**config.mk**
```make
export PLATFORM = sky130hd
export DESIGN_NAME = nib_ide_seq
export DESIGN_NICKNAME = d
export VERILOG_FILES = /design/src/rtl/nibseq_pkg.sv /design/src/rtl/nibseq_prog.sv /design/src/rtl/nibseq_hold.sv /design/src/rtl/nibseq_nib.sv /design/src/rtl/nib_ide_seq.sv
export SDC_FILE = /design/constraint.sdc
export NUM_CORES = 1
export LEC_CHECK = 0
export ABC_AREA = 1
export BUFFER_PORTS_ARGS = -buffer_cell sky130_fd_sc_hd__buf_2
export CAP_MARGIN = 20
export CORE_ASPECT_RATIO = 0.6
export CORE_MARGIN = 8
export CORE_UTILIZATION = 51
export CTS_BUF_LIST = sky130_fd_sc_hd__clkbuf_8
export CTS_CLUSTER_SIZE = 25
export DETAILED_ROUTE_END_ITERATION = 12
export PLACE_DENSITY = 0.71
export SYNTH_ARGS = -nofsm -noshare
export SYNTH_HDL_FRONTEND = slang
export SYNTH_HIERARCHICAL = 1
export SYNTH_SLANG_ARGS = --single-unit
```
**constraint.sdc**
```tcl
create_clock -name clk_i -period 4.6 [get_ports clk_i]
set_input_delay 0.69 -clock clk_i [delete_from_list [all_inputs] [get_ports clk_i]]
set_output_delay 0.69 -clock clk_i [all_outputs]
set_load 0.01 [all_outputs]
```
**src/rtl/nibseq_pkg.sv**
```systemverilog
package nibseq_pkg;
  typedef enum logic [1:0] {K_DATA, K_CTRL, K_SAMP_A, K_SAMP_B} step_kind_e;

  typedef struct packed {
    step_kind_e  kind;
    logic [7:0]  val;
  } step_t;

  localparam int ADDR_LEN = 19;
  localparam int TAIL_WR  = 10;
  localparam int TAIL_RD4 = 10;
  localparam int TAIL_RD8 = 5;
  localparam int MAX_LEN  = ADDR_LEN + TAIL_WR;
  localparam int STEP_W   = $clog2(MAX_LEN + 1);

  localparam logic [7:0] CTRL_REST  = 8'h04;
  localparam logic [7:0] CTRL_NIB   = 8'h06;
  localparam logic [7:0] CTRL_BYTE  = 8'h26;

  // strobe burst A (6 steps)
  function automatic logic [7:0] burst_a(input int j);
    case (j)
      0, 2, 4: burst_a = 8'h05;
      1, 3:    burst_a = 8'h0D;
      default: burst_a = 8'h04;
    endcase
  endfunction

  // strobe burst B (4 steps)
  function automatic logic [7:0] burst_b(input int j);
    case (j)
      0, 2:    burst_b = 8'h05;
      1:       burst_b = 8'h07;
      default: burst_b = 8'h04;
    endcase
  endfunction
endpackage

```
**src/rtl/nibseq_prog.sv**
```systemverilog
module nibseq_prog
  import nibseq_pkg::*;
(
  input  logic [STEP_W-1:0] step_i,
  input  logic              wr_i,
  input  logic              mode_i,
  input  logic [7:0]        idx_i,
  input  logic [7:0]        wdata_i,
  output step_t             step_o,
  output logic              last_o
);
  int s, t;

  always_comb begin
    s = int'(step_i);
    t = s - ADDR_LEN;
    step_o.kind = K_CTRL;
    step_o.val  = CTRL_REST;
    last_o      = 1'b0;
    if (s < ADDR_LEN) begin
      if (s == 0) begin
        step_o.kind = K_DATA; step_o.val = 8'h01;
      end else if (s <= 6) begin
        step_o.val = burst_a(s - 1);
      end else if (s == 7) begin
        step_o.kind = K_DATA; step_o.val = idx_i;
      end else if (s <= 11) begin
        step_o.val = burst_b(s - 8);
      end else if (s == 12) begin
        step_o.kind = K_DATA; step_o.val = 8'h00;
      end else begin
        step_o.val = burst_a(s - 13);
      end
    end else if (wr_i) begin
      last_o = (t == TAIL_WR - 1);
      if (t == 0 || t == 5) begin
        step_o.kind = K_DATA; step_o.val = wdata_i;
      end else begin
        step_o.val = burst_b(t < 5 ? t - 1 : t - 6);
      end
    end else if (!mode_i) begin
      last_o = (t == TAIL_RD4 - 1);
      case (t)
        0, 3, 6, 8: step_o.val = CTRL_NIB;
        1:          step_o.kind = K_SAMP_A;
        4:          step_o.kind = K_SAMP_B;
        default:    step_o.val = CTRL_REST;
      endcase
    end else begin
      last_o = (t == TAIL_RD8 - 1);
      case (t)
        0, 3:    step_o.val = CTRL_BYTE;
        1:       step_o.kind = K_SAMP_A;
        default: step_o.val = CTRL_REST;
      endcase
    end
  end
endmodule

```
**src/rtl/nibseq_hold.sv**
```systemverilog
module nibseq_hold #(
  parameter int HOLD_W = 4
) (
  input  logic              clk_i,
  input  logic              rst_ni,
  input  logic              restart_i,
  input  logic [HOLD_W-1:0] hold_i,
  output logic              expire_o
);
  logic [HOLD_W-1:0] cnt_q;

  assign expire_o = (cnt_q == hold_i);

  always_ff @(posedge clk_i or negedge rst_ni) begin
    if (!rst_ni)        cnt_q <= '0;
    else if (restart_i) cnt_q <= '0;
    else if (!expire_o) cnt_q <= cnt_q + 1'b1;
  end
endmodule

```
**src/rtl/nibseq_nib.sv**
```systemverilog
module nibseq_nib (
  input  logic       clk_i,
  input  logic       rst_ni,
  input  logic       cap_a_i,
  input  logic       cap_b_i,
  input  logic       mode_i,
  input  logic [7:0] stat_i,
  input  logic [7:0] pdata_i,
  output logic [7:0] byte_o
);
  logic [7:0] a_q, b_q;

  always_ff @(posedge clk_i or negedge rst_ni) begin
    if (!rst_ni) begin
      a_q <= '0;
      b_q <= '0;
    end else begin
      if (cap_a_i) a_q <= mode_i ? pdata_i : stat_i;
      if (cap_b_i) b_q <= stat_i;
    end
  end

  // 8-bit: whole byte; 4-bit: upper nibbles, second sample on top
  assign byte_o = mode_i ? a_q : {b_q[7:4], a_q[7:4]};

  p_cap_excl_r4: assert property (@(posedge clk_i) disable iff (!rst_ni)
    !(cap_a_i && cap_b_i));
  p_nib_b_only_4bit_r6: assert property (@(posedge clk_i) disable iff (!rst_ni)
    cap_b_i |-> !mode_i);
endmodule

```
**src/rtl/nib_ide_seq.sv**
```systemverilog
module nib_ide_seq
  import nibseq_pkg::*;
#(
  parameter int HOLD_W = 4
) (
  input  logic              clk_i,
  input  logic              rst_ni,
  input  logic              req_i,
  input  logic              wr_i,
  input  logic              sel_i,
  input  logic [2:0]        reg_i,
  input  logic [7:0]        wdata_i,
  input  logic              mode_i,
  input  logic [HOLD_W-1:0] hold_i,
  input  logic [7:0]        stat_i,
  input  logic [7:0]        pdata_i,
  output logic [7:0]        pdata_o,
  output logic [7:0]        pctrl_o,
  output logic [7:0]        rdata_o,
  output logic              busy_o,
  output logic              done_o
);
  logic              busy_q, done_q, wr_q, mode_q, last_q;
  logic [STEP_W-1:0] step_q, nxt_idx;
  logic [7:0]        idx_q, wdata_q, pdata_q, pctrl_q, rdata_q, idx_in;
  logic [HOLD_W-1:0] hold_q;
  step_kind_e        kind_q;
  step_t             nstep;
  logic              nlast, expire, start, adv, fin, load, cap_a, cap_b;
  logic [7:0]        nib_byte;

  assign idx_in  = {3'b000, reg_i, 2'b00} + 8'd1 + {7'd0, sel_i};
  assign start   = !busy_q && req_i;
  assign adv     = busy_q && expire && !last_q;
  assign fin     = busy_q && expire && last_q;
  assign load    = start || adv;
  assign nxt_idx = busy_q ? step_q + 1'b1 : '0;
  assign cap_a   = busy_q && expire && (kind_q == K_SAMP_A);
  assign cap_b   = busy_q && expire && (kind_q == K_SAMP_B);

  nibseq_prog u_prog (
    .step_i (nxt_idx),
    .wr_i   (busy_q ? wr_q : wr_i),
    .mode_i (busy_q ? mode_q : mode_i),
    .idx_i  (busy_q ? idx_q : idx_in),
    .wdata_i(busy_q ? wdata_q : wdata_i),
    .step_o (nstep),
    .last_o (nlast)
  );

  nibseq_hold #(.HOLD_W(HOLD_W)) u_hold (
    .clk_i    (clk_i),
    .rst_ni   (rst_ni),
    .restart_i(load),
    .hold_i   (hold_q),
    .expire_o (expire)
  );

  nibseq_nib u_nib (
    .clk_i  (clk_i),
    .rst_ni (rst_ni),
    .cap_a_i(cap_a),
    .cap_b_i(cap_b),
    .mode_i (mode_q),
    .stat_i (stat_i),
    .pdata_i(pdata_i),
    .byte_o (nib_byte)
  );

  always_ff @(posedge clk_i or negedge rst_ni) begin
    if (!rst_ni) begin
      busy_q  <= 1'b0;
      done_q  <= 1'b0;
      wr_q    <= 1'b0;
      mode_q  <= 1'b0;
      last_q  <= 1'b0;
      step_q  <= '0;
      kind_q  <= K_CTRL;
      idx_q   <= '0;
      wdata_q <= '0;
      hold_q  <= '0;
      pdata_q <= '0;
      pctrl_q <= CTRL_REST;
      rdata_q <= '0;
    end else begin
      done_q <= fin;
      if (start) begin
        busy_q  <= 1'b1;
        wr_q    <= wr_i;
        mode_q  <= mode_i;
        idx_q   <= idx_in;
        wdata_q <= wdata_i;
        hold_q  <= hold_i;
      end
      if (load) begin
        step_q <= nxt_idx;
        kind_q <= nstep.kind;
        last_q <= nlast;
        if (nstep.kind == K_DATA) pdata_q <= nstep.val;
        if (nstep.kind == K_CTRL) pctrl_q <= nstep.val;
      end
      if (fin) begin
        busy_q <= 1'b0;
        if (!wr_q) rdata_q <= nib_byte;
      end
    end
  end

  assign pdata_o = pdata_q;
  assign pctrl_o = pctrl_q;
  assign rdata_o = rdata_q;
  assign busy_o  = busy_q;
  assign done_o  = done_q;

  p_idle_rest_r11: assert property (@(posedge clk_i) disable iff (!rst_ni)
    !busy_q |-> pctrl_q == CTRL_REST);
  p_done_pulse_r9: assert property (@(posedge clk_i) disable iff (!rst_ni)
    done_q |=> !done_q);
  p_done_idle_r9: assert property (@(posedge clk_i) disable iff (!rst_ni)
    done_q |-> !busy_q);
  p_busy_held_r10: assert property (@(posedge clk_i) disable iff (!rst_ni)
    busy_q && !(expire && last_q) |=> busy_q);
  p_hold_stable_r8: assert property (@(posedge clk_i) disable iff (!rst_ni)
    busy_q && !expire |=> $stable(pctrl_q) && $stable(pdata_q));
  p_ctrl_legal_r2: assert property (@(posedge clk_i) disable iff (!rst_ni)
    pctrl_q inside {8'h04, 8'h05, 8'h06, 8'h07, 8'h0D, 8'h26});
  p_wr_keeps_rdata_r12: assert property (@(posedge clk_i) disable iff (!rst_ni)
    done_q && wr_q |-> $stable(rdata_q));
endmodule

```
==> results.txt, run 1 <==
outcome: finished clean
initial DRC count: 364
final critical-path setup slack: 1.522 ns
CP arrival: 3.31 ns
clock transition time at the flip-flop clock pins of the worst setup and hold paths: 0.08 ns
switching portion of total power: 51.66%
clock sink count: 69
gate family responsible for the most delay along the worst path: simple AND/OR/NAND/NOR gates
Antenna Cells: 0
fin. max-slew vios: 0
worst-case reg-to-reg path depth: 15
Period Utilization, post-route: 66.92%
Yosys top cell area share: 36.19%
crit-path cells: inv_2 -> nor2_1 -> buf_4 -> ha_1 -> inv_1 -> nand2_2 -> nand2_4 -> nor2_1 -> nand3_1 -> nand3b_1 -> inv_1 -> nor2_1 -> nand2_2 -> nand2_1 -> o21ai_1
global router's overall resource usage: 19.73%
CP Data Required Time: 4.84 ns
Clk pwr share: 13.3%
logic gate share of total power: 60.8%
peak per-stage delay on the critical path: 0.60 ns
aggregate negative setup slack: 0 ns
startpoint type of the worst setup path: flip-flop
switching component of the power: 1.924 mW
cell occurring most often along the worst timing path: nor2_1
pin count of the biggest net entering global routing: 53
drt pass-1 iters: 5
number of storage elements in the synthesis netlist: 69
antenna violation net count after detailed routing: 0
post-CTS setup repair buffer count: 0
maximum clock skew at final layout: 0.01074 ns
count of buffers inserted at the top-level ports: 62
clock tree root buffer cell: clkbuf_8
number of maximum-capacitance constraint violations: 0
count of flip-flops with a built-in enable after synthesis: 0
top cell type by total area after synthesis: dfrtp_1
cell-internal power: 1.801 mW
unrepaired setup endpoints after global routing: false
vias per cell: 5.137
worst slew margin relative to its limit: 44.10%
row count: 27
fraction of power consumed by sequential logic: 25.8%
timing-limited maximum frequency: 0.3249 GHz
type of the worst setup path: reg2reg
worst hold path class: in2async
H-Tree Level Count: 3
element type at the critical path end: flip-flop
proportion of register bits with asynchronous set or reset after synthesis: 100.0%
combined area of all synthesized cells: 4633 sq um
routability congestion estimate from global placement: 0.9051
largest cells by area after synthesis: dfrtp_1, nand2_1, inv_1
Yosys warnings: 6
maximum fanout along the worst path: 16
fraction of final layout cells with drive strength greater than 1: 19.81%
first-pass GRT wire length: 20.33 mm
Tightest Pin Transition: 0.8321 ns
Power per Cell Area: 714.9 nW/um^2
number of instances in the synthesized netlist: 654
most used flip-flop cell after synthesis: dfrtp_1
Initial Util: 51.56%
routed wirelength normalized by instance count: 14.16 um
area inside the core boundary: 8986 sq um
shortest period the worst path allows: 3.078 ns
TritonCTS clock tree: built
synthesized area per cell: 7.084 sq um
maximum vdd drop: 0.0003725 V
maximum buffer depth of the clock tree: 2
Final HPWL DP: 9.187 mm
I/O pins: 63
chip width: 139.1 um
post-CTS sizing: 0
unique cell type count in the Yosys netlist: 34
DP Worst Slack: 1.579 ns
number of vias after detailed routing: 4305
dominant cell by count in the synthesized netlist: nand2_1
worst path buffer plus inverter count: 4
final number of hold-violating endpoints: 0
Setup violations, final: 0
total number of nets in the final design: 769
clock latency on the worst-skew pair: 0.35 ns
cell leakage power: 2.919 nW
sequential-to-total area share from yosys stat: 37.32%
synth cell count leaders: nand2_1, inv_1, dfrtp_1
global route total overflow: 0
Die Outline Area: 12490 sq um
via count of the first global-routing pass: 4051
post-synthesis to final-layout area growth: 12.45%
number of buffers inserted during clock tree synthesis: 9
Routed Wire Length: 11.87 mm
cell with the biggest individual delay on the critical path: dfrtp_1
hold-fix buffers at CTS: 0
antenna violations before repair: 0
Fillers: 861
critical path depth: 15
height of the die: 89.83 um
DR DRC count: 0
==> cell usage in the layout, fill, tap and decap left out, types with 16 or more instances in the layout <==
| master | n |
|---|---|
| nor2_1 | 31 |
| o21ai_0 | 44 |
| dfrtp_1 | 67 |
| nand3_1 | 40 |
| inv_1 | 94 |
| nand2_1 | 227 |
| buf_2 | 62 |
| o21ai_1 | 16 |
==> state kept, by name (all words and copies together), names as in the netlist <==
signal / count
wr_q: 1
idx_q: 5
pctrl_o: 8
rdata_o: 8
kind_q: 2
u_nib/a_q: 8
u_nib/b_q: 4
last_q: 1
wdata_q: 8
pdata_o: 8
mode_q: 1
step_q: 5
busy_o: 1
u_hold/cnt_q: 4
done_o: 1
hold_q: 4
==> worst paths after layout <==
kind | start | endpoint | slack [ns]
setup reg to reg | busy_o | pctrl_o[4] | 1.52
min in group clk_i | pctrl_o[2] | pctrl_o[2] | 0.48
setup / recovery | busy_o | pctrl_o[4] | 1.52
max in group asynchronous | rst_ni | u_nib/a_q[0] | 3.34
hold / removal | rst_ni | hold_q[3] | 0.27
hold reg to reg | pctrl_o[2] | pctrl_o[2] | 0.48
==> power by group through the flow <==
stage,clock network [mW],logic [mW],registers [mW]
2_1_floorplan,0,1.64,0.942
3_3_place_gp,0,2.21,0.960
3_5_place_dp,0,2.24,0.966
4_1_cts,0.511,2.25,0.959
5_1_grt,0.542,2.55,0.989
6_report,0.497,2.27,0.961
==> through the flow <==
step	cells	power (mW)	instance area (sq um)	hold slack, ns	util, %
after floorplan	656	2.577	4641	0.3944	-
after global placement	822	3.174	5010	0.4598	55.75
after detailed placement	822	3.204	5010	0.4732	55.75
after CTS	838	3.717	5210	0.2618	57.98
after global routing	838	4.078	5210	0.2728	57.98
final	838	3.725	5210	0.2675	57.98
==> logic make-up after synthesis <==
| family | after synthesis | synth area share [%] |
|---|---|---|
| other cells | 1 | 0.08094 |
| flops | 69 | 37.32 |
| fa+ha+maj | 15 | 4.051 |
| compound gates | 89 | 10.67 |
| buf+inv | 120 | 11.23 |
| xor+xnor | 3 | 0.7293 |
| simple gates | 357 | 35.92 |
==> area by class of cell <==
type                            count  area, sq um  area share [%]
Inverter                          101        381.6           7.325
Clock buffer                       10        137.6           2.642
Sequential cell                    69         1729           33.19
Tap cell                          116        145.1           2.786
Multi-Input combinational cell    467         2391           45.89
Clock inverter                      6        62.56           1.201
Timing Repair Buffer               69        362.8           6.964
==> per-layer routing <==
| layer | routed length, um | vias to the layer above | part of all wire [%] | GRT usage, % |
|---|---|---|---|---|
| li1 | - | 2165 | - | - |
| met2 | 4624 | 141 | 39 | 26.63 |
| met1 | 6210 | 1985 | 52 | 29.60 |
| met4 | 125 | 0 | 1.1 | 5.359 |
| met3 | 904 | 14 | 7.6 | 5.488 |
| met5 | 0 | - | 0 | 0 |
Power figures use the tool's default switching activity.
==> inputs of run 2 (changes only) <==
Settings changed: PLACE_DENSITY 0.71 to 0.74.
Clock period 4.6 ns to 2.6 ns, I/O delays scaled along.
==> results.txt, run 2 (same netlist as run 1, synthesis figures left out) <==
pin count of the biggest net entering global routing: 36
gate family responsible for the most delay along the worst path: simple AND/OR/NAND/NOR gates
Setup violations, final: 15
routed wirelength normalized by instance count: 14.42 um
utilization after layout: 64.62%
violated checks: negative setup slack
maximum buffer depth of the clock tree: 2
vias per cell: 5.229
number of vias after detailed routing: 4612
most frequent standard cell in the layout excluding fill and tap cells: nand2_1
Tightest Pin Transition: 0.6693 ns
clock transition time at the flip-flop clock pins of the worst setup and hold paths: 0.07 ns
cell-internal power: 3.856 mW
area inside the core boundary: 8986 sq um
first-pass GRT wire length: 20.91 mm
element type at the critical path end: flip-flop
worst hold path class: in2async
worst hold margin: 0.04458 ns
CP arrival: 2.91 ns
crit-path cells: ha_4 -> o21ai_0 -> a21oi_1 -> buf_6 -> buf_4 -> buf_4 -> a21oi_4 -> nand2_2 -> nand2_4 -> nor2_4 -> nand2_2 -> nand2_1 -> nand3b_1 -> inv_2 -> nor2_4 -> nand2_4 -> nand2_1 -> o21ai_2
maximum clock skew at final layout: 0.007696 ns
via count of the first global-routing pass: 4297
Routed Wire Length: 12.72 mm
global router's overall resource usage: 20.05%
clock tree root buffer cell: clkbuf_8
chip width: 139.1 um
Initial Util: 51.56%
timing-limited maximum frequency: 0.3747 GHz
drt pass-1 iters: 5
antenna violations before repair: 0
outcome: finished with violations
initial DRC count: 364
Final HPWL DP: 9.620 mm
count of buffers inserted at the top-level ports: 62
clock sink count: 69
DR DRC count: 0
fraction of power consumed by sequential logic: 21.5%
Antenna Cells: 0
H-Tree Level Count: 3
height of the die: 89.83 um
Power per Cell Area: 1332 nW/um^2
worst r2r src: step_q[1]
CP Data Required Time: 2.84 ns
fraction of final layout cells with drive strength greater than 1: 29.77%
final number of hold-violating endpoints: 0
antenna violation net count after detailed routing: 0
Die Outline Area: 12490 sq um
TritonCTS clock tree: built
global route total overflow: 0
maximum vdd drop: 0.0009365 V
total number of nets in the final design: 814
type of the worst setup path: reg2reg
switching component of the power: 3.880 mW
clock latency on the worst-skew pair: 0.35 ns
Period Utilization, post-route: 102.6%
Critical Path Source: step_q[1]
cell leakage power: 3.196 nW
post-synthesis to final-layout area growth: 25.33%
I/O pins: 63
switching portion of total power: 50.16%
number of maximum-capacitance constraint violations: 0
row count: 27
number of buffers inserted during clock tree synthesis: 9
maximum fanout along the worst path: 8
Clk pwr share: 10.5%
commonest cells after routing, fill and taps aside: nand2_1, inv_1, dfrtp_1
final critical-path setup slack: -0.06867 ns
peak per-stage delay on the critical path: 0.42 ns
cell with the biggest individual delay on the critical path: dfrtp_1
shortest period the worst path allows: 2.669 ns
fin. max-slew vios: 0
logic gate share of total power: 68.0%
unrepaired setup endpoints after global routing: true
startpoint type of the worst setup path: flip-flop
worst slew margin relative to its limit: 55.38%
worst path buffer plus inverter count: 4
routability congestion estimate from global placement: 0.9165
-- run 2: changes by cell type in the layout (fill, tap and decap cells not counted), moves of 5 or more --
cell / previous run / this run
buf_4: 7 / 45
nand2_1: 227 / 216
ha_1: 15 / 9
ha_4: 0 / 6
inv_1: 94 / 88
nand2_2: 15 / 21
nand2_4: 10 / 16
nor2_1: 31 / 25
inv_2: 6 / 11
o21ai_2: 9 / 14
-- run 2: timing repair --
item / 4_1_cts / 5_1_grt
cloned: 0 / 1
buffers inserted: 10 / 5
setup endpoints to repair: 16 / 18
pin swaps: 10 / 22
hold endpoints to repair: 0 / 0
hold buffers: 0 / 0
resized for setup: 14 / 35
-- run 2: routing by layer --
| metal | part of all wire [%] | global-route usage (%) | vias up |
|---|---|---|---|
| met1 | 51 | 29.42 | 2204 |
| met3 | 7.0 | 5.435 | 16 |
| li1 | - | - | 2255 |
| met4 | 0.75 | 5.359 | 0 |
| met2 | 42 | 28.02 | 137 |
| met5 | 0 | 0 | - |
-- run 2: worst paths after layout --
path                                        end  slack, ns  depth (start not counted)
worst max-delay path                 pctrl_o[0]      -0.07                         18
worst min-delay path            u_hold/cnt_q[2]       0.04                          1
worst max register to register       pctrl_o[0]      -0.07                         18
worst min register to register       rdata_o[7]       0.48                          2
max in group asynchronous                busy_o       1.86                          2
min in group clk_i                    hold_q[2]       0.24                          3
-- run 2: worst register-to-register path, delay by kind of cell, from the launching register on --
kind                       cells  cell delay [ns]
AOI/OAI and AO/OA              4             0.43
adders and majority gates      1             0.19
buffers and inverters          4             0.55
DFF                            1             0.42
and+or+nand+nor                9             0.95
-- run 2: final cells by class --
| type | count | area (sq um) |
|---|---|---|
| clock buffer | 12 | 165.2 |
| fill | 784 | 3179 |
| timing repair buffer | 113 | 742.0 |
| sequential | 69 | 1730 |
| clock inverter | 3 | 12.51 |
| multi-input combinational | 468 | 2618 |
| inverter | 101 | 394.1 |
| tap | 116 | 145.1 |
-- run 2: power groups by stage --
stage / Clock, mW / Combinational, mW / Sequential (mW)
2_1_floorplan: 0 / 3.01 / 1.67
3_3_place_gp: 0 / 4.40 / 1.64
3_5_place_dp: 0 / 4.52 / 1.65
4_1_cts: 0.820 / 4.92 / 1.64
5_1_grt: 0.876 / 5.79 / 1.70
6_report: 0.812 / 5.26 / 1.66
-- run 2: per-stage QoR --
step                      cells  area [sq um]  setup slack (ns)  power, mW  setup TNS [ns]
after floorplan             656          4730          -0.04028      4.680         -0.1180
after global placement      851          5346          -0.06697      6.040         -0.1421
after detailed placement    851          5346           -0.1649      6.167         -0.8606
after CTS                   876          5658        -0.0004514      7.385      -0.0004514
after global routing        882          5807           -0.2491      8.368          -3.457
final                       882          5807          -0.06867      7.736         -0.6646
